$ cat src/rtl/clklane_pkg.sv
package clklane_pkg;
  typedef enum logic [2:0] {
    ST_STOP  = 3'd0,
    ST_LPX   = 3'd1,
    ST_PREP  = 3'd2,
    ST_ZERO  = 3'd3,
    ST_PRE   = 3'd4,
    ST_RUN   = 3'd5,
    ST_POST  = 3'd6,
    ST_TRAIL = 3'd7
  } lane_state_e;

  localparam int unsigned ENA_NUM = 2;
  localparam int unsigned ENA_HS  = 0;
  localparam int unsigned ENA_LP  = 1;
  localparam int unsigned STS_W   = 4;
endpackage

$ cat src/rtl/clklane_phase_timer.sv
module clklane_phase_timer #(
  parameter int unsigned CW = 8
) (
  input  logic          clk_i,
  input  logic          rst_ni,
  input  logic          load_i,
  input  logic [CW-1:0] count_i,
  output logic          expired_o
);
  logic [CW-1:0] cnt_q, cnt_d;
  logic          cnt_en;

  // A phase of N lasts max(N,1) cycles: load N-1, zero floors at zero.
  assign cnt_en = load_i || (cnt_q != '0);

  always_comb begin
    cnt_d = cnt_q;
    if (load_i) begin
      cnt_d = (count_i == '0) ? '0 : count_i - CW'(1);
    end else if (cnt_q != '0) begin
      cnt_d = cnt_q - CW'(1);
    end
  end

  always_ff @(posedge clk_i or negedge rst_ni) begin
    if (!rst_ni) begin
      cnt_q <= '0;
    end else if (cnt_en) begin
      cnt_q <= cnt_d;
    end
  end

  assign expired_o = (cnt_q == '0);

  // a zero count expires after a single cycle
  a_r10_zero_one_cycle: assert property (@(posedge clk_i) disable iff (!rst_ni)
    (load_i && count_i == '0) |=> expired_o);
  // the counter steps down by one per byte cycle
  a_r3_step_down: assert property (@(posedge clk_i) disable iff (!rst_ni)
    (!load_i && !expired_o) |=> (cnt_q == $past(cnt_q) - CW'(1)));
endmodule

$ cat src/rtl/clklane_fsm.sv
module clklane_fsm
  import clklane_pkg::*;
#(
  parameter int unsigned CW = 8
) (
  input  logic          clk_i,
  input  logic          rst_ni,
  input  logic          req_i,
  input  logic          expired_i,
  input  logic [CW-1:0] lpx_cnt_i,
  input  logic [CW-1:0] prep_cnt_i,
  input  logic [CW-1:0] zero_cnt_i,
  input  logic [CW-1:0] pre_cnt_i,
  input  logic [CW-1:0] post_cnt_i,
  input  logic [CW-1:0] trail_cnt_i,
  output logic          load_o,
  output logic [CW-1:0] load_cnt_o,
  output logic          hs_en_o,
  output logic          lp_en_o,
  output logic          lp_dp_o,
  output logic          lp_dn_o,
  output logic          gnt_o,
  output logic          hs_clk_o,
  output logic          stop_o
);
  lane_state_e state_q, state_d;
  logic        tog_q, tog_d;
  logic        running;

  always_comb begin
    state_d = state_q;
    unique case (state_q)
      ST_STOP:  if (req_i)     state_d = ST_LPX;
      ST_LPX:   if (expired_i) state_d = ST_PREP;
      ST_PREP:  if (expired_i) state_d = ST_ZERO;
      ST_ZERO:  if (expired_i) state_d = ST_PRE;
      ST_PRE:   if (expired_i) state_d = req_i ? ST_RUN : ST_POST;
      ST_RUN:   if (!req_i)    state_d = ST_POST;
      ST_POST:  if (expired_i) state_d = ST_TRAIL;
      ST_TRAIL: if (expired_i) state_d = ST_STOP;
      default:                 state_d = ST_STOP;
    endcase
  end

  assign load_o = (state_d != state_q);

  always_comb begin
    unique case (state_d)
      ST_LPX:   load_cnt_o = lpx_cnt_i;
      ST_PREP:  load_cnt_o = prep_cnt_i;
      ST_ZERO:  load_cnt_o = zero_cnt_i;
      ST_PRE:   load_cnt_o = pre_cnt_i;
      ST_POST:  load_cnt_o = post_cnt_i;
      ST_TRAIL: load_cnt_o = trail_cnt_i;
      default:  load_cnt_o = '0;
    endcase
  end

  assign running = (state_q == ST_PRE) || (state_q == ST_RUN) || (state_q == ST_POST);
  assign tog_d   = running ? ~tog_q : 1'b0;

  always_ff @(posedge clk_i or negedge rst_ni) begin
    if (!rst_ni) begin
      state_q <= ST_STOP;
      tog_q   <= 1'b0;
    end else begin
      state_q <= state_d;
      tog_q   <= tog_d;
    end
  end

  assign stop_o   = (state_q == ST_STOP);
  assign lp_en_o  = (state_q == ST_STOP) || (state_q == ST_LPX) || (state_q == ST_PREP);
  assign hs_en_o  = !lp_en_o;
  assign lp_dp_o  = (state_q == ST_STOP);
  assign lp_dn_o  = (state_q == ST_STOP) || (state_q == ST_LPX);
  assign gnt_o    = (state_q == ST_RUN);
  assign hs_clk_o = tog_q & running;

  // LP-00 is reached only through LP-01
  a_r2_prep_after_lpx: assert property (@(posedge clk_i) disable iff (!rst_ni)
    (state_q == ST_PREP) |-> ($past(state_q) inside {ST_LPX, ST_PREP}));
  // HS-0 is reached only through LP-00
  a_r2_zero_after_prep: assert property (@(posedge clk_i) disable iff (!rst_ni)
    (state_q == ST_ZERO) |-> ($past(state_q) inside {ST_PREP, ST_ZERO}));
  // grant rises only out of the pre-data phase
  a_r4_gnt_after_pre: assert property (@(posedge clk_i) disable iff (!rst_ni)
    $rose(gnt_o) |-> ($past(state_q) == ST_PRE));
  // the clock output inverts each cycle while granted
  a_r5_toggle: assert property (@(posedge clk_i) disable iff (!rst_ni)
    (state_q == ST_RUN && $past(state_q) == ST_RUN) |-> (hs_clk_o != $past(hs_clk_o)));
  // stop is re-entered only from trail
  a_r6_stop_from_trail: assert property (@(posedge clk_i) disable iff (!rst_ni)
    (state_q == ST_STOP && $past(state_q) != ST_STOP) |-> ($past(state_q) == ST_TRAIL));
  // LP-01 is entered only from stop
  a_r7_entry_from_stop: assert property (@(posedge clk_i) disable iff (!rst_ni)
    (state_q == ST_LPX && $past(state_q) != ST_LPX) |-> ($past(state_q) == ST_STOP));
endmodule

$ cat src/rtl/clklane_override.sv
module clklane_override #(
  parameter int unsigned N = 2
) (
  input  logic [N-1:0] sel_i,
  input  logic [N-1:0] val_i,
  input  logic [N-1:0] fsm_i,
  output logic [N-1:0] en_o
);
  for (genvar i = 0; i < N; i++) begin : g_ena
    assign en_o[i] = sel_i[i] ? val_i[i] : fsm_i[i];
  end
endmodule

$ cat src/rtl/dphy_clklane_seq.sv
module dphy_clklane_seq
  import clklane_pkg::*;
#(
  parameter int unsigned CW = 8
) (
  input  logic            clk_i,
  input  logic            rst_ni,
  input  logic [4*CW-1:0] phase_word_i,
  input  logic [CW-1:0]   lpx_cnt_i,
  input  logic [CW-1:0]   pre_cnt_i,
  input  logic            hs_req_i,
  output logic            hs_gnt_o,
  input  logic            bias_ok_i,
  input  logic            ulps_i,
  input  logic            hs_force_sel_i,
  input  logic            hs_force_val_i,
  input  logic            lp_force_sel_i,
  input  logic            lp_force_val_i,
  output logic            hs_drv_en_o,
  output logic            lp_drv_en_o,
  output logic            lp_dp_o,
  output logic            lp_dn_o,
  output logic            hs_clk_o,
  output logic [3:0]      status_o
);
  logic          rst_meta, rst_n;
  logic          load, expired, fsm_hs, fsm_lp, stop;
  logic [CW-1:0] load_cnt;
  logic [ENA_NUM-1:0] f_sel, f_val, f_fsm, f_out;

  // asynchronous assertion, synchronous release
  always_ff @(posedge clk_i or negedge rst_ni) begin
    if (!rst_ni) begin
      rst_meta <= 1'b0;
      rst_n    <= 1'b0;
    end else begin
      rst_meta <= 1'b1;
      rst_n    <= rst_meta;
    end
  end

  clklane_phase_timer #(.CW(CW)) u_timer (
    .clk_i     (clk_i),
    .rst_ni    (rst_n),
    .load_i    (load),
    .count_i   (load_cnt),
    .expired_o (expired)
  );

  clklane_fsm #(.CW(CW)) u_fsm (
    .clk_i       (clk_i),
    .rst_ni      (rst_n),
    .req_i       (hs_req_i),
    .expired_i   (expired),
    .lpx_cnt_i   (lpx_cnt_i),
    .prep_cnt_i  (phase_word_i[4*CW-1:3*CW]),
    .zero_cnt_i  (phase_word_i[3*CW-1:2*CW]),
    .pre_cnt_i   (pre_cnt_i),
    .post_cnt_i  (phase_word_i[2*CW-1:CW]),
    .trail_cnt_i (phase_word_i[CW-1:0]),
    .load_o      (load),
    .load_cnt_o  (load_cnt),
    .hs_en_o     (fsm_hs),
    .lp_en_o     (fsm_lp),
    .lp_dp_o     (lp_dp_o),
    .lp_dn_o     (lp_dn_o),
    .gnt_o       (hs_gnt_o),
    .hs_clk_o    (hs_clk_o),
    .stop_o      (stop)
  );

  assign f_sel[ENA_HS] = hs_force_sel_i;
  assign f_sel[ENA_LP] = lp_force_sel_i;
  assign f_val[ENA_HS] = hs_force_val_i;
  assign f_val[ENA_LP] = lp_force_val_i;
  assign f_fsm[ENA_HS] = fsm_hs;
  assign f_fsm[ENA_LP] = fsm_lp;

  clklane_override #(.N(ENA_NUM)) u_ovr (
    .sel_i (f_sel),
    .val_i (f_val),
    .fsm_i (f_fsm),
    .en_o  (f_out)
  );

  assign hs_drv_en_o = f_out[ENA_HS];
  assign lp_drv_en_o = f_out[ENA_LP];
  assign status_o    = {bias_ok_i, stop, ulps_i, fsm_hs};

  // the grant is never up while stop is reported
  a_r1_no_gnt_in_stop: assert property (@(posedge clk_i) disable iff (!rst_n)
    !(hs_gnt_o && stop));
  // once granted, the lane passes through post before stop
  a_r6_gnt_fall_no_stop: assert property (@(posedge clk_i) disable iff (!rst_n)
    $fell(hs_gnt_o) |-> !stop);
endmodule

$ cat config.mk
export PLATFORM = sky130hd
export DESIGN_NAME = dphy_clklane_seq
export DESIGN_NICKNAME = d
export VERILOG_FILES = /design/src/rtl/clklane_pkg.sv /design/src/rtl/clklane_phase_timer.sv /design/src/rtl/clklane_fsm.sv /design/src/rtl/clklane_override.sv /design/src/rtl/dphy_clklane_seq.sv
export SDC_FILE = /design/constraint.sdc
export NUM_CORES = 1
export LEC_CHECK = 0
export BUFFER_PORTS_ARGS = -buffer_cell sky130_fd_sc_hd__buf_2
export CAP_MARGIN = 0
export CORE_UTILIZATION = 47
export CTS_BUF_LIST = sky130_fd_sc_hd__clkbuf_8
export CTS_CLUSTER_SIZE = 30
export DETAILED_ROUTE_END_ITERATION = 16
export PLACE_DENSITY = 0.79
export SLEW_MARGIN = 20
export SYNTH_ARGS = -nofsm -noshare
export SYNTH_HDL_FRONTEND = slang
export SYNTH_SLANG_ARGS = --single-unit
$ cat constraint.sdc
create_clock -name clk_i -period 1.8 [get_ports clk_i]
set_input_delay 0.18 -clock clk_i [delete_from_list [all_inputs] [get_ports clk_i]]
set_output_delay 0.18 -clock clk_i [all_outputs]
set_load 0.1 [all_outputs]
==> results of run 1 <==
==> layout make-up <==
type	count	area, µm²	area share, %
inverter	14	65.1	1.99
antenna	1	2.50	0.0765
timing repair buffer	151	1180	36.2
sequential	14	353	10.8
clock buffer	4	55.1	1.68
tap	48	60.1	1.84
multi-input combinational	193	1550	47.5
==> metal layers <==
metal	GRT usage, %	share of wire (%)
met5	0	0
met4	14.4	6.6
met3	8.63	13
met2	71.1	46
met1	45.5	34
==> worst paths after layout <==
kind / to / slack (ns) / depth (start not counted)
max: u_timer.cnt_q[7] / -1.29 / 14
min: u_fsm.tog_q / 0.26 / 0
max reg2reg: u_timer.cnt_q[7] / -1.29 / 14
min reg2reg: u_fsm.tog_q / 0.26 / 0
max in group asynchronous: u_fsm.state_q[0] / 1.10 / 0
min in group clk_i: status_o[3] / 0.36 / 0
==> registers in the layout, summed over array words and instances, names as in the netlist <==
signal and count:
u_fsm.state_q 3, u_timer.cnt_q 8, rst_meta 1, u_fsm.tog_q 1
rst_n 1
==> where the power goes <==
part           switching (µW)  internal (µW)
Sequential                145            443
Clock                     140            195
Combinational            2590           2090
Total                    2880           2730
==> cells in the final DEF (no fill, tap or decap), drive strengths merged, types with 8 or more instances in the layout <==
cell type,synthesis,routed
a21oi,15,15
buf,11,149
dfrtp,14,14
inv,13,12
mux2i,8,8
nand2,19,19
nand3,10,10
nand4,10,10
nor2,19,19
nor3,11,11
o21ai,13,13
==> what timing repair did <==
item                                    CTS  global route
resized for setup                        18            23
pin swaps                                 5            14
hold buffers                              1             0
gates cloned                              0             1
endpoints found under the setup margin   14            13
endpoints found under the hold margin     2             0
setup buffers                             9             8
==> cells by family after synthesis <==
family	count (synthesis)	synth area share (%)
simple gates	93	29.4
compound gates	74	28.8
buf+inv	32	8.75
mux	14	8.00
flops	14	19.0
xor+xnor	8	3.80
fa+ha+maj	3	2.03
other cells	1	0.203
==> metrics by stage <==
stage / util, % / setup TNS, ns
finish: 88.0 / -11.01
global placement: 77.5 / -8.56
global route: 88.0 / -12.02
CTS: 83.1 / -8.33
detailed placement: 77.5 / -9.06
floorplan: - / -8.24
==> Implementation_results.wiki, run 1 <==
{| class="wikitable"
! Metric !! Value
|-
| Placer's final routability congestion estimate || 1.03
|-
| Most frequent cell on the critical path || buf_4
|-
| Horizontal extent of the die || 64.7 µm
|-
| Number of sinks driven by the clock tree || 14
|-
| Vias in the first global route || 2643
|-
| Post-synth EDFFs || 0
|-
| Average wire length per cell after detail routing || 22.8 µm
|-
| Library cells used by synthesis || 65
|-
| Final worst-path setup slack || -1.29 ns
|-
| First-pass GRT wire length || 12600 µm
|-
| Maximum frequency from static timing analysis || 323 MHz
|-
| Clock insertion delay at the later pin of the skew report || 0.26 ns
|-
| Area share of the leading cell type in the synthesized netlist || 19.0%
|-
| Peak VDD IR || 1.16 mV
|-
| Library cell with the highest instance count after synthesis || nand2_1
|-
| Post-CTS clock slew at the launch and capture registers of the worst setup and hold paths || 0.07 ns
|-
| Final instance count without filler cells || 425
|-
| Drt drc || 0
|-
| Setup repair after global routing missed its margin || yes
|-
| CP top delay family || compound AO/OA/AOI/OAI gates
|-
| Design Area, Final || 3270 µm²
|-
| Leading cell types by total area after synthesis || dfrtp_1 19%, mux2i_1 4.3%, nand2_1 3.9%
|-
| I/O pin cnt || 67
|-
| Total number of yosys warnings || 0
|-
| Core area || 3720 µm²
|-
| Layout overhead on the synthesized area || 77.2%
|-
| Count of antenna-violating nets left after detailed routing || 0
|-
| Top FF cell, synth || dfrtp_1
|-
| CP Max Fanout || 5
|-
| Fin Clk Skew || 0.00491 ns
|-
| Standard-cell rows || 22
|-
| Number of buffers created by CTS || 3
|-
| Vias post-DR || 2894
|-
| WP buf/inv || 5
|-
| Post-DP HPWL || 5660 µm
|-
| Critical path origin || u_timer.cnt_q[1]
|-
| Number of pins exceeding their max-slew limit in the final report || 0
|-
| Final #Nets || 437
|-
| Placed standard-cell area || 2880 µm²
|-
| Register area share after synthesis || 19.0%
|-
| Largest net degree at the start of global routing || 25
|-
| WP data arrival || 3.27 ns
|-
| Summed instance area of the synthesized netlist || 1850 µm²
|-
| Final critical-path required period || 3.09 ns
|-
| Critical path endpoint category || register
|-
| # setup viols final || 12
|-
| Data required time at the worst endpoint || 1.98 ns
|-
| Proportion of synthesized flip-flops having asynchronous set or reset || 100%
|-
| Overall routed net length || 9700 µm
|-
| GR Overflow Total || 0
|-
| Root Buffer Master || clkbuf_8
|-
| Post-Syn Nets || 299
|-
| Startpoint-to-endpoint class of the critical path || register to register
|-
| Pin slew with the least headroom to its limit || 0.625 ns
|-
| Violated checks || negative setup slack
|-
| Total number of H-tree levels || 1
|-
| Initial cell density of the core || 49.7%
|-
| Worst min-delay path category || register to async pin
|-
| Count of final hold-check violations || 0
|-
| Height of the die || 64.7 µm
|-
| Final-layout worst hold slack || 0.261 ns
|-
| Drt initial violations || 456
|-
| Leakage power figure || 0.00155 µW
|-
| Critical register-to-register path startpoint || u_timer.cnt_q[1]
|-
| Library cell contributing the largest single delay on the critical path || dfrtp_1
|-
| Buffers on Ports || 62
|-
| First-pass DRT Iterations || 5
|-
| Post-Place Worst Slack || -1.11 ns
|-
| GRT Util Overall || 39.5%
|-
| Buffer depth of the longest clock path || 2
|-
| Kind of launch point of the worst setup path || register
|-
| Number of fill cells || 176
|-
| Cell count after placement || 402
|-
| Reported max-cap violation count || 0
|-
| Sum of internal, switching and leakage power || 5610 µW
|-
| Floorplan die area || 4180 µm²
|-
| Mean instance size in the synthesized netlist || 7.72 µm²
|-
| Tightest slew margin relative to the limit || 58.3%
|-
| Run status || finished, violations left
|-
| Mapped Cells || 239
|-
| Power Density || 1720 nW/µm²
|-
| FF+latch count, synth || 14
|-
| Cell Chain, Critical Path || inv_2, ha_4, nor4b_4, buf_4, a311oi_4, buf_4, buf_4, a32o_1, a221o_1, nor4_4, buf_4, nand3_2, o31a_1, a22oi_2
|-
| Drt via density || 6.81
|-
| Number of antenna violations at the first check in global routing || 1
|-
| Share of the cycle needed by the critical path after routing || 172%
|-
| Peak per-stage delay on the critical path || 0.41 ns
|-
| Top cell types by occurrence after synthesis || 19 x nand2_1, 18 x nor2_1, 14 x a21oi_1, 14 x dfrtp_1
|-
| Cell type with the highest aggregate area in the netlist || dfrtp_1
|-
| Clock tree from TritonCTS || yes
|-
| Ratio of cells with drive above 1 in the final layout || 55.9%
|}
(Power assumes the default switching activity.)
==> inputs of run 2 (changes only) <==
- CORE_MARGIN: default -> 8
==> run 2 against run 1 <==
Net effect:
- the flow still finishes with violations (negative setup slack)
- register-to-register slack improved by 0.17 ns
- setup slack improved by 0.17 ns
- utilization fell by 1.2 points
- worst hold slack got worse by 0.042 ns
- critical path depth did not move
- fmax rose by 5.8%
- first-iteration DRC count fell by 34%
- critical endpoint is now u_timer.cnt_q[4]
- largest power group unchanged
==> Implementation_results.wiki, run 2 (synthesis gave the netlist of run 1 again) <==
{| class="wikitable"
! Metric !! Value
|-
| Drt drc || 0 (unchanged)
|-
| Kind of launch point of the worst setup path || register (unchanged)
|-
| Layout overhead on the synthesized area || 74.8% (was 77.2%)
|-
| Post-layout utilization of the core || 86.8% (was 88.0%)
|-
| Peak per-stage delay on the critical path || 0.58 ns (was 0.41 ns)
|-
| Drt initial violations || 299 (was 456)
|-
| Biggest registers after layout || u_timer.cnt_q: 8 flops, u_fsm.state_q: 3 flops (unchanged)
|-
| Cell Chain, Critical Path || inv_2, ha_4, nor4b_4, buf_6, a21oi_4, o211a_1, or4_4, inv_4, ha_4, inv_2, nor2_4, a31oi_4, a22oi_1, nor2_1 (was inv_2, ha_4, nor4b_4, buf_4, a311oi_4, buf_4, buf_4, a32o_1, a221o_1, nor4_4, buf_4, nand3_2, o31a_1, a22oi_2)
|-
| Setup TNS || -9.04 ns (was -11.01 ns)
|-
| Placer's final routability congestion estimate || 1.01 (was 1.03)
|-
| Vias post-DR || 2648 (was 2894)
|-
| Clock tree from TritonCTS || yes (unchanged)
|-
| Post-DP HPWL || 6030 µm (was 5660 µm)
|-
| Sequential cell area || 353 µm² (unchanged)
|-
| Critical register-to-register path startpoint || u_timer.cnt_q[1] (unchanged)
|-
| Overall routed net length || 8380 µm (was 9700 µm)
|-
| Horizontal extent of the die || 78.7 µm (was 64.7 µm)
|-
| Root Buffer Master || clkbuf_8 (unchanged)
|-
| Power Density || 1660 nW/µm² (was 1720 nW/µm²)
|-
| First-pass DRT Iterations || 5 (unchanged)
|-
| WP data arrival || 3.06 ns (was 3.27 ns)
|-
| Routing layer with the top usage in global route || met2 (unchanged)
|-
| Number of buffers created by CTS || 3 (unchanged)
|-
| Met1 GRT Util || 29.3% (was 45.5%)
|-
| Final-layout worst hold slack || 0.220 ns (was 0.261 ns)
|-
| Largest register FFs || 8 (unchanged)
|-
| Final critical-path required period || 2.92 ns (was 3.09 ns)
|-
| Critical path endpoint category || register (unchanged)
|-
| Met3 layer usage reported by global route || 6.72% (was 8.63%)
|-
| Run status || finished, violations left (unchanged)
|-
| Setup repair after global routing missed its margin || yes (unchanged)
|-
| I/O pin cnt || 67 (unchanged)
|-
| Flop2flop setup slack || -1.12 ns (was -1.29 ns)
|-
| Capture point of the critical path || u_timer.cnt_q[4] (was u_timer.cnt_q[7])
|-
| Buffer depth of the longest clock path || 2 (unchanged)
|-
| Maximum frequency from static timing analysis || 342 MHz (was 323 MHz)
|-
| GR Overflow Total || 0 (unchanged)
|-
| Core area || 3720 µm² (unchanged)
|-
| Library cell contributing the largest single delay on the critical path || or4_4 (was dfrtp_1)
|-
| Number of antenna violations at the first check in global routing || 0 (was 1)
|-
| # setup viols final || 11 (was 12)
|-
| Reported max-cap violation count || 0 (unchanged)
|-
| Post-CTS clock slew at the launch and capture registers of the worst setup and hold paths || 0.06 ns (was 0.07 ns)
|-
| Startpoint-to-endpoint class of the critical path || register to register (unchanged)
|-
| GRT Util Overall || 24.8% (was 39.5%)
|-
| Count of antenna-violating nets left after detailed routing || 0 (unchanged)
|-
| Buffers on Ports || 62 (unchanged)
|-
| First-pass GRT wire length || 12500 µm (was 12600 µm)
|-
| Fin Clk Skew || 0.00186 ns (was 0.00491 ns)
|-
| Pin slew with the least headroom to its limit || 0.817 ns (was 0.625 ns)
|-
| WP buf/inv || 4 (was 5)
|-
| Data required time at the worst endpoint || 1.94 ns (was 1.98 ns)
|-
| Final instance count without filler cells || 423 (was 425)
|-
| Share of the cycle needed by the critical path after routing || 162% (was 172%)
|-
| Total area of multi-input combinational cells || 1530 µm² (was 1550 µm²)
|-
| Number of antenna cells inserted || 0 (was 1)
|-
| Total number of H-tree levels || 1 (unchanged)
|-
| Count of final hold-check violations || 0 (unchanged)
|-
| CP Max Fanout || 6 (was 5)
|-
| Height of the die || 78.7 µm (was 64.7 µm)
|-
| Largest net degree at the start of global routing || 33 (was 25)
|-
| Floorplan die area || 6190 µm² (was 4180 µm²)
|-
| Number of pins exceeding their max-slew limit in the final report || 0 (unchanged)
|-
| Ratio of cells with drive above 1 in the final layout || 54.9% (was 55.9%)
|-
| Most common library cell in the layout ignoring fill and taps || buf_4 (unchanged)
|-
| Worst min-delay path category || register to async pin (unchanged)
|-
| Global-route met2 utilization || 42.2% (was 71.1%)
|-
| Critical path origin || u_timer.cnt_q[1] (unchanged)
|-
| CP top delay family || simple AND/OR/NAND/NOR gates (was compound AO/OA/AOI/OAI gates)
|-
| Top register by number of flip-flops || u_timer.cnt_q (unchanged)
|-
| Violated checks || negative setup slack (unchanged)
|-
| Standard-cell rows || 22 (unchanged)
|-
| Cell count after placement || 401 (was 402)
|-
| Worst reg-to-reg path cell count || 14 (unchanged)
|-
| Tightest slew margin relative to the limit || 45.4% (was 58.3%)
|-
| Leakage power figure || 0.00151 µW (was 0.00155 µW)
|-
| Drt via density || 6.26 (was 6.81)
|-
| Final #Nets || 436 (was 437)
|-
| Vias in the first global route || 2550 (was 2643)
|-
| Number of sinks driven by the clock tree || 14 (unchanged)
|-
| Worst R2R End || u_timer.cnt_q[4] (was u_timer.cnt_q[7])
|-
| Number of fill cells || 217 (was 176)
|-
| Peak VDD IR || 1.02 mV (was 1.16 mV)
|-
| Clock insertion delay at the later pin of the skew report || 0.25 ns (was 0.26 ns)
|-
| Most used cells in the layout excluding fill and tap cells || 77 x buf_4, 54 x buf_2, 16 x nand2_1 (unchanged)
|-
| Final worst-path setup slack || -1.12 ns (was -1.29 ns)
|-
| Initial cell density of the core || 49.7% (unchanged)
|-
| Average wire length per cell after detail routing || 19.8 µm (was 22.8 µm)
|-
| Logic depth of the worst setup path including buffers || 14 (unchanged)
|}
run 2: worst min path at each step:
stage	from	end	slack, ns
after global routing	rst_ni	rst_meta	0.25
after detailed placement	rst_ni	rst_meta	-0.03
after floorplan	rst_ni	rst_meta	-0.12
after CTS	rst_n	u_fsm.tog_q	0.22
final	rst_n	u_fsm.state_q[2]	0.22
after global placement	rst_ni	rst_n	-0.03
run 2: what timing repair did:
action / 4_1_cts / 5_1_grt
hold buffers: 1 / 0
gates cloned: 0 / 2
setup buffers: 8 / 7
setup endpoints to repair: 14 / 13
hold endpoints to repair: 2 / 0
pin swaps: 3 / 12
gates resized for setup: 19 / 20
run 2: per-stage QoR:
stage | power (µW) | worst slack, ns | cell area, µm²
2_1_floorplan | 2960 | -1.03 | 1990
3_3_place_gp | 4240 | -1.02 | 2860
3_5_place_dp | 4340 | -1.11 | 2860
4_1_cts | 4890 | -1.06 | 3050
5_1_grt | 5640 | -1.27 | 3230
6_report | 5350 | -1.12 | 3230
run 2: where the power goes:
group	switching, µW	leakage [µW]	total (µW)	internal, µW
Clock	117	0.0000288	311	194
Combinational	2380	0.00132	4450	2070
Sequential	150	0.000164	594	444
run 2: worst reg2reg max path, cell delays in order (launching register included):
cell and delay, ns:
dfrtp_1 0.39, inv_2 0.08, ha_4 0.14, nor4b_4 0.30, buf_6 0.23, a21oi_4 0.09, o211a_1 0.24, or4_4 0.58
inv_4 0.11, ha_4 0.14, inv_2 0.04, nor2_4 0.10, a31oi_4 0.13, a22oi_1 0.20, nor2_1 0.05
run 2: area by class of cell:
class,instances,area share [%]
Tap cell,48,1.86
Clock buffer,4,1.71
Timing Repair Buffer,150,36.0
Sequential cell,14,10.9
Inverter,14,1.94
Multi-Input combinational cell,193,47.5
run 2: per-layer routing:
layer / up-vias / wire [µm]
met5: - / 0
met4: 0 / 333
met3: 46 / 958
met2: 192 / 4030
met1: 1230 / 3060
li1: 1180 / -
==> inputs of run 3 (changes only) <==
- CELL_PAD_IN_SITES_DETAIL_PLACEMENT: default -> 0
- CELL_PAD_IN_SITES_GLOBAL_PLACEMENT: default -> 1
- CORE_UTILIZATION: 47 -> 33
- GPL_ROUTABILITY_DRIVEN: default -> 1
- PLACE_DENSITY: 0.79 -> default
- PLACE_DENSITY_LB_ADDON: default -> 0.1
- REMOVE_ABC_BUFFERS: default -> 1
==> run 3 against run 2 <==
Net effect:
- first-iteration DRC count is 57% lower
- largest power group unchanged
- critical path depth grew 3
- critical endpoint is now u_timer.cnt_q[6]
- critical path type unchanged
- fmax decreased by 3.8%
- the flow still finishes with violations (negative setup slack)
- register-to-register slack lost 0.11 ns
- utilization fell by 23 points
==> Implementation_results.wiki, run 3 (synthesis gave the netlist of run 1 again) <==
{| class="wikitable"
! Metric !! Value
|-
| Fin Clk Skew || 0.00261 ns (was 0.00186 ns)
|-
| Setup repair after global routing missed its margin || yes (unchanged)
|-
| Standard-cell rows || 27 (was 22)
|-
| Number of sinks driven by the clock tree || 14 (unchanged)
|-
| Run status || finished, violations left (unchanged)
|-
| WP buf/inv || 7 (was 4)
|-
| GRT Util Overall || 18.9% (was 24.8%)
|-
| Reported max-cap violation count || 0 (unchanged)
|-
| # setup viols final || 14 (was 11)
|-
| Horizontal extent of the die || 90.8 µm (was 78.7 µm)
|-
| Peak VDD IR || 1.00 mV (was 1.02 mV)
|-
| Post-CTS clock slew at the launch and capture registers of the worst setup and hold paths || 0.06 ns (about the same)
|-
| Root Buffer Master || clkbuf_8 (unchanged)
|-
| Ratio of cells with drive above 1 in the final layout || 58.4% (was 54.9%)
|-
| Placer's final routability congestion estimate || 0.901 (was 1.01)
|-
| Top register by number of flip-flops || u_timer.cnt_q (unchanged)
|-
| Post-layout utilization of the core || 64.0% (was 86.8%)
|-
| Worst min-delay path category || register to async pin (unchanged)
|-
| Cell Chain, Critical Path || inv_2, ha_4, buf_6, nor4b_4, buf_4, buf_4, a21oi_4, o211a_1, or4_4, inv_4, ha_4, inv_2, nor2_4, buf_6, nor2_2, a31oi_1, o21ai_1 (was inv_2, ha_4, nor4b_4, buf_6, a21oi_4, o211a_1, or4_4, inv_4, ha_4, inv_2, nor2_4, a31oi_4, a22oi_1, nor2_1)
|-
| I/O pin cnt || 67 (unchanged)
|-
| WP data arrival || 3.16 ns (was 3.06 ns)
|-
| Count of final hold-check violations || 0 (unchanged)
|-
| Critical path endpoint category || register (unchanged)
|-
| Height of the die || 90.8 µm (was 78.7 µm)
|-
| Power Density || 1660 nW/µm² (about the same)
|-
| CP Max Fanout || 5 (was 6)
|-
| Floorplan die area || 8240 µm² (was 6190 µm²)
|-
| Post-DP HPWL || 6260 µm (was 6030 µm)
|-
| GR Overflow Total || 0 (unchanged)
|-
| Violated checks || negative setup slack (unchanged)
|-
| Final critical-path required period || 3.04 ns (was 2.92 ns)
|-
| Data required time at the worst endpoint || 1.93 ns (was 1.94 ns)
|-
| Most common library cell in the layout ignoring fill and taps || buf_4 (unchanged)
|-
| Layout overhead on the synthesized area || 88.6% (was 74.8%)
|-
| Initial cell density of the core || 33.9% (was 49.7%)
|-
| Share of the cycle needed by the critical path after routing || 169% (was 162%)
|-
| Final #Nets || 460 (was 436)
|-
| Count of antenna-violating nets left after detailed routing || 0 (unchanged)
|-
| Sequential cell area || 350 µm² (was 353 µm²)
|-
| CP top delay family || simple AND/OR/NAND/NOR gates (unchanged)
|-
| Most used cells in the layout excluding fill and tap cells || 96 x buf_4, 54 x buf_2, 16 x nand2_1 (was 77 x buf_4, 54 x buf_2, 16 x nand2_1)
|-
| Clock tree from TritonCTS || yes (unchanged)
|-
| Buffer depth of the longest clock path || 2 (unchanged)
|-
| Maximum frequency from static timing analysis || 329 MHz (was 342 MHz)
|-
| Number of buffers created by CTS || 3 (unchanged)
|-
| Overall routed net length || 8060 µm (was 8380 µm)
|-
| Total number of H-tree levels || 1 (unchanged)
|-
| Final worst-path setup slack || -1.24 ns (was -1.12 ns)
|-
| Vias post-DR || 2545 (was 2648)
|-
| Drt drc || 0 (unchanged)
|-
| Average wire length per cell after detail routing || 17.1 µm (was 19.8 µm)
|-
| Startpoint-to-endpoint class of the critical path || register to register (unchanged)
|-
| Sum of internal, switching and leakage power || 5770 µW (was 5350 µW)
|-
| Number of antenna cells inserted || 0 (unchanged)
|-
| Final-layout worst hold slack || 0.214 ns (was 0.220 ns)
|-
| Kind of launch point of the worst setup path || register (unchanged)
|-
| Drt initial violations || 130 (was 299)
|-
| Pin slew with the least headroom to its limit || 0.526 ns (was 0.817 ns)
|-
| Number of pins exceeding their max-slew limit in the final report || 0 (unchanged)
|-
| Library cell contributing the largest single delay on the critical path || or4_4 (unchanged)
|-
| Biggest registers after layout || u_timer.cnt_q: 8 flops, u_fsm.state_q: 3 flops (unchanged)
|-
| Number of antenna violations at the first check in global routing || 0 (unchanged)
|-
| Clock insertion delay at the later pin of the skew report || 0.25 ns (about the same)
|-
| Largest net degree at the start of global routing || 17 (was 33)
|-
| Largest register FFs || 8 (unchanged)
|-
| Tightest slew margin relative to the limit || 64.9% (was 45.4%)
|-
| Drt via density || 5.40 (was 6.26)
|-
| Buffers on Ports || 62 (unchanged)
|-
| Core area || 5440 µm² (was 3720 µm²)
|-
| First-pass DRT Iterations || 5 (unchanged)
|-
| Number of fill cells || 490 (was 217)
|-
| Vias in the first global route || 2755 (was 2550)
|-
| Peak per-stage delay on the critical path || 0.55 ns (was 0.58 ns)
|-
| Leakage power figure || 0.00166 µW (was 0.00151 µW)
|-
| Total area of multi-input combinational cells || 1590 µm² (was 1530 µm²)
|-
| First-pass GRT wire length || 13100 µm (was 12500 µm)
|}
[run 3: per-stage QoR]
stage	area (µm²)	setup WS, ns	TNS (ns)	std cells
detailed placement	2950	-1.58	-13.11	445
finish	3480	-1.24	-10.10	471
global placement	2950	-1.53	-12.81	445
global route	3480	-1.35	-11.36	471
floorplan	1740	-2.28	-21.99	221
CTS	3330	-1.18	-9.54	463
[run 3: layout make-up]
| cell class | instances | area share, % |
|---|---|---|
| Inverter | 14 | 1.58 |
| Clock buffer | 4 | 1.58 |
| Timing Repair Buffer | 174 | 38.5 |
| Tap cell | 72 | 2.59 |
| Sequential cell | 14 | 10.1 |
| Multi-Input combinational cell | 193 | 45.7 |
[run 3: final timing paths]
kind                                  start                to  slack [ns]  cells after the start
setup / recovery           u_timer.cnt_q[1]  u_timer.cnt_q[6]       -1.24                     17
min in group clk_i                bias_ok_i       status_o[3]        0.36                      0
max in group asynchronous             rst_n  u_timer.cnt_q[3]        1.24                      0
setup reg to reg           u_timer.cnt_q[1]  u_timer.cnt_q[6]       -1.24                     17
hold / removal                        rst_n  u_fsm.state_q[2]        0.21                      0
hold reg to reg                       rst_n  u_fsm.state_q[2]        0.21                      0
[run 3: timing repair]
item / in CTS / in global routing
setup buffers: 14 / 9
pin swaps: 23 / 9
hold buffers: 1 / 0
gates resized for setup: 59 / 19
hold endpoints to repair: 2 / 0
setup endpoints to repair: 14 / 14
[run 3: routing by layer]
layer	GRT usage, %	routed length [µm]	part of all wire (%)	up-vias
met1	21.5	3370	42	1211
li1	-	-	-	1242
met3	2.99	448	5.6	12
met4	3.82	101	1.3	0
met5	0	0	0	-
met2	35.7	4140	51	80
[run 3: power by group]
group | switching, µW | internal (µW) | leakage, µW
Sequential | 113 | 440 | 0.000165
Clock | 123 | 194 | 0.0000288
Combinational | 2500 | 2400 | 0.00147
